$ cat src/rtl/sop_cell_pkg.sv
package sop_cell_pkg;

  typedef enum logic [1:0] {
    MODE_SIMPLE  = 2'b00,
    MODE_COMPLEX = 2'b01,
    MODE_REGD    = 2'b10,
    MODE_RSVD    = 2'b11
  } dev_mode_e;

  typedef enum logic [1:0] {
    OE_OFF   = 2'b00,
    OE_ON    = 2'b01,
    OE_PTERM = 2'b10,
    OE_PIN   = 2'b11
  } oe_src_e;

  typedef struct packed {
    logic    legal;
    logic    reg_op;
    logic    xpt_in_sum;
    oe_src_e oe_src;
  } cell_ctl_t;

endpackage

$ cat src/rtl/sop_cell_decode.sv
module sop_cell_decode
  import sop_cell_pkg::*;
(
  input  logic [1:0] mode_i,
  input  logic       cfg_reg_i,
  input  logic       cfg_in_only_i,
  output cell_ctl_t  ctl_o
);

  dev_mode_e mode;
  assign mode = dev_mode_e'(mode_i);

  always_comb begin
    ctl_o = '{legal: 1'b0, reg_op: 1'b0, xpt_in_sum: 1'b0, oe_src: OE_OFF};
    unique case (mode)
      MODE_SIMPLE: begin
        if (!cfg_reg_i) begin
          ctl_o.legal      = 1'b1;
          ctl_o.xpt_in_sum = 1'b1;
          ctl_o.oe_src     = cfg_in_only_i ? OE_OFF : OE_ON;
        end
      end
      MODE_COMPLEX: begin
        if (!cfg_reg_i && !cfg_in_only_i) begin
          ctl_o.legal  = 1'b1;
          ctl_o.oe_src = OE_PTERM;
        end
      end
      MODE_REGD: begin
        if (!cfg_in_only_i) begin
          ctl_o.legal = 1'b1;
          if (cfg_reg_i) begin
            ctl_o.reg_op     = 1'b1;
            ctl_o.xpt_in_sum = 1'b1;
            ctl_o.oe_src     = OE_PIN;
          end else begin
            ctl_o.oe_src = OE_PTERM;
          end
        end
      end
      default: begin
        ctl_o.legal = 1'b0;
      end
    endcase
  end

endmodule

$ cat src/rtl/sop_cell_flop.sv
module sop_cell_flop #(
  parameter logic RST_VAL = 1'b0
) (
  input  logic clk,
  input  logic rst,
  input  logic d_i,
  output logic q_o
);

  // Loads on every edge, whether or not the pad driver is on.
  always_ff @(posedge clk) begin
    if (rst) q_o <= RST_VAL;
    else     q_o <= d_i;
  end

endmodule

$ cat src/rtl/sop_cell_drive.sv
module sop_cell_drive
  import sop_cell_pkg::*;
(
  input  cell_ctl_t ctl_i,
  input  logic      sum_i,
  input  logic      xpt_i,
  input  logic      q_i,
  input  logic      inv_i,
  input  logic      oe_n_pin_i,
  input  logic      pad_in_i,
  output logic      pad_out_o,
  output logic      pad_oe_o,
  output logic      fb_o
);

  logic data_pre;

  assign data_pre  = ctl_i.reg_op ? q_i : sum_i;
  assign pad_out_o = data_pre ^ inv_i;
  assign fb_o      = ctl_i.reg_op ? q_i : pad_in_i;

  always_comb begin
    unique case (ctl_i.oe_src)
      OE_OFF:   pad_oe_o = 1'b0;
      OE_ON:    pad_oe_o = 1'b1;
      OE_PTERM: pad_oe_o = xpt_i;
      OE_PIN:   pad_oe_o = ~oe_n_pin_i;
      default:  pad_oe_o = 1'b0;
    endcase
  end

endmodule

$ cat src/rtl/sop_out_cell.sv
module sop_out_cell
  import sop_cell_pkg::*;
#(
  parameter logic RST_VAL = 1'b0
) (
  input  logic       clk,
  input  logic       rst,
  input  logic [1:0] mode_i,
  input  logic       cfg_reg_i,
  input  logic       cfg_in_only_i,
  input  logic       cfg_inv_i,
  input  logic       or_sum_i,
  input  logic       xpt_i,
  input  logic       oe_n_pin_i,
  input  logic       pad_in_i,
  output logic       pad_out_o,
  output logic       pad_oe_o,
  output logic       fb_o,
  output logic       cfg_err_o
);

  cell_ctl_t ctl;
  logic      sum_eff;
  logic      q;

  sop_cell_decode u_decode (
    .mode_i        (mode_i),
    .cfg_reg_i     (cfg_reg_i),
    .cfg_in_only_i (cfg_in_only_i),
    .ctl_o         (ctl)
  );

  // The extra term joins the OR whenever it is not steering the enable.
  assign sum_eff = or_sum_i | (ctl.xpt_in_sum & xpt_i);

  sop_cell_flop #(.RST_VAL(RST_VAL)) u_flop (
    .clk (clk),
    .rst (rst),
    .d_i (sum_eff),
    .q_o (q)
  );

  sop_cell_drive u_drive (
    .ctl_i      (ctl),
    .sum_i      (sum_eff),
    .xpt_i      (xpt_i),
    .q_i        (q),
    .inv_i      (cfg_inv_i),
    .oe_n_pin_i (oe_n_pin_i),
    .pad_in_i   (pad_in_i),
    .pad_out_o  (pad_out_o),
    .pad_oe_o   (pad_oe_o),
    .fb_o       (fb_o)
  );

  always_ff @(posedge clk) begin
    if (rst)             cfg_err_o <= 1'b0;
    else if (!ctl.legal) cfg_err_o <= 1'b1;
  end

endmodule

$ cat config.mk
export PLATFORM = sky130hd
export DESIGN_NAME = sop_out_cell
export DESIGN_NICKNAME = d
export VERILOG_FILES = /design/src/rtl/sop_cell_pkg.sv /design/src/rtl/sop_cell_decode.sv /design/src/rtl/sop_cell_flop.sv /design/src/rtl/sop_cell_drive.sv /design/src/rtl/sop_out_cell.sv
export SDC_FILE = /design/constraint.sdc
export NUM_CORES = 1
export LEC_CHECK = 0
export ABC_AREA = 1
export BUFFER_PORTS_ARGS = -buffer_cell sky130_fd_sc_hd__buf_4
export CORE_AREA = 2 2 39 41
export CTS_BUF_LIST = sky130_fd_sc_hd__clkbuf_8
export DETAILED_ROUTE_END_ITERATION = 10
export DIE_AREA = 0 0 41 43
export HOLD_SLACK_MARGIN = 0.12
export SYNTH_ARGS = -nofsm -noshare
export SYNTH_HDL_FRONTEND = slang
export SYNTH_SLANG_ARGS = --single-unit
$ cat constraint.sdc
create_clock -name clk -period 1.65 [get_ports clk]
set_input_delay 0.0825 -clock clk [delete_from_list [all_inputs] [get_ports clk]]
set_output_delay 0.0825 -clock clk [all_outputs]
set_load 0.005 [all_outputs]
==> flow_summary.json <==
{
  "outcome": "finished, final reports clean",
  "hold_path.class": "primary input to flop",
  "hold_path.startpoint": "or_sum_i",
  "drt_iter0_markers": 3,
  "final-hold-violation-count": 0,
  "rr_startpoint": "cfg_err_o",
  "ir_drop_mv": 0.619,
  "slowest_stage": "nor2_1",
  "grt_max_degree": 5,
  "ioPinCount": 15,
  "r2r_setup_slack_ps": 1110,
  "yosysSeqAreaShare_pct": 21.9,
  "maxCapViolCount": 0,
  "htreeDepth": 1,
  "synth_area_um2": 183,
  "syn-instance-count": 33,
  "routed_wirelength_um": 489,
  "vias": 250,
  "post-place-cells": 63,
  "tns_ps": 0,
  "initial_utilization_pct": 13.2,
  "grt_pass1_wl_um": 772,
  "cts_setup_buffers": 0,
  "rr_endpoint": "cfg_err_o",
  "synthesis.nets": 44,
  "cts_buffers": 3,
  "clkTransAtPathRegs_ps": 30,
  "worstPathArrival_ps": 940,
  "antenna_left": 0,
  "path_class": "primary input to output pin",
  "cp_cell_sequence": "buf_4, nor2_1, nand2_2, nand2_1, nand2_1, nand2_1, nand2_1, nand3_1, nand2_1, buf_4",
  "cp-start-kind": "primary input",
  "coreArea_mm2": 0.00138,
  "nNetsFinal": 64,
  "hold_ws_ps": 134,
  "slew_violations": 0,
  "rsz0062_at_grt": "false",
  "maxSlewHeadroom_pct": 86.3,
  "most-common-layout-cells": "buf_4, nand2_1, inv_1",
  "slowest_delay_ps": 160,
  "tightestPinTransition_ps": 203,
  "nFillCells": 169,
  "p_leak_nw": 0.219,
  "min_to": "u_flop.q_o",
  "grt_overflow": 0,
  "grt_pass1_vias": 224,
  "ys_top_cells_by_area": "dfxtp_1, nand2_1, inv_1",
  "cts.repair.resized": 0,
  "rr_worst_depth": 2,
  "worstPathMaxFanout": 3,
  "drt-pass1-iter-count": 4,
  "clk_latency_ps": 210,
  "crit_path_frequent_cell": "nand2_1",
  "row_count": 14,
  "dp_hpwl_um": 387,
  "min_period_ps": 1030,
  "diodes": 0,
  "powerDensity_mw_per_mm2": 854,
  "antenna_found_initial": 0,
  "final-setup-viol-count": 0,
  "hold_depth": 3,
  "period_share_pct": 62.2,
  "drc": 0,
  "avgSynthCellArea_um2": 5.54,
  "p_total_w": 0.000307,
  "fp.dieH_um": 43,
  "clockRootBuffer": "clkbuf_8",
  "drive_above_1_share_pct": 41.2,
  "routedWlPerCell_um": 7.30,
  "clock-sinks": 2,
  "fin_skew_ps": 0,
  "die_w_um": 41,
  "grt_use_total_pct": 7.01,
  "cp.required_ps": 1570,
  "cts_tree": "built",
  "viasPerCell": 3.73,
  "synth_top_area_cell": "dfxtp_1",
  "gp_congestion": 0.605,
  "fmax_ghz": 0.974,
  "synth_top_area_share_pct": 21.9,
  "cp-end-kind": "output pin",
  "instances_no_fill": 67,
  "clockBufferDepth": 2,
  "mostFrequentLayoutCell": "buf_4",
  "synth_seq_cells": 2,
  "place.port_buffers": 14,
  "dieArea_mm2": 0.00176,
  "ys_types": 12,
  "ys_warn_count": 0,
  "area_growth_syn_to_layout_pct": 96.6
}
==> worst max path at each step <==
stage                     end  cells after the start      start  slack, ps
CTS                 pad_out_o                     10  mode_i[1]        620
global route        pad_out_o                     11  mode_i[1]        530
detailed placement  pad_out_o                     10  mode_i[1]        620
floorplan           pad_out_o                      9  mode_i[1]        920
finish              pad_out_o                     10  mode_i[1]        620
global placement    pad_out_o                     11  mode_i[1]        630
==> sequential cells by signal, summed over array words and instances (netlist names) <==
| register | cells |
|---|---|
| u_flop.q_o | 1 |
| cfg_err_o | 1 |
==> layer usage <==
layer | routed length, um | global-route usage, % | vias up
met3 | 63 | 6.28 | 0
met2 | 208 | 8.75 | 10
met5 | 0 | 0 | -
met1 | 218 | 7.64 | 104
met4 | 0 | 4.00 | 0
li1 | - | - | 136
==> cells by family after synthesis <==
logic type	share of synthesized area [%]
buffers and inverters	14.4
AO/OA/AOI/OAI	17.8
flip-flops	21.9
AND/OR/NAND/NOR	45.9
==> worst max-delay path, delay by kind of cell <==
kind | cells | cell delay (ps)
and+or+nand+nor | 8 | 630
buffers and inverters | 2 | 230
==> cell usage after synthesis <==
library cell  instances
nand2_1              10
o211ai_1              1
nand2_2               2
nor2_1                3
o21ai_0               1
nand2_4               1
a21oi_1               3
nor2_2                1
o21ai_1               1
dfxtp_1               2
nand3_1               1
inv_1                 7
==> cell type report <==
cell class | count | area [um2] | share of cell area (%)
Multi-Input combinational cell | 24 | 116 | 32.4
Timing Repair Buffer | 15 | 115 | 32.1
Clock buffer | 3 | 41.3 | 11.5
Sequential cell | 2 | 40.0 | 11.1
Inverter | 7 | 26.3 | 7.32
Tap cell | 16 | 20.0 | 5.57
==> stage by stage <==
| stage | cell area, um2 | worst slack [ps] | utilization [%] |
|---|---|---|---|
| floorplan | 183 | 917 | - |
| global placement | 308 | 635 | 22.2 |
| detailed placement | 308 | 617 | 22.2 |
| CTS | 359 | 616 | 25.9 |
| global route | 359 | 534 | 25.9 |
| finish | 359 | 623 | 25.9 |
==> report_power, final <==
part,switching [W],total (W),internal (W)
logic,0.0000245,0.0000589,0.0000345
clock network,0.0000388,0.000193,0.000154
registers,0.00000212,0.0000545,0.0000523
total,0.0000654,0.000307,0.000241
==> timing repair <==
item / 4_1_cts / 5_1_grt
endpoints found under the hold margin: 2 / 0
setup endpoints to repair: 0 / 0
hold buffers: 1 / 0
No activity file was read; power rests on OpenSTA's default activity.
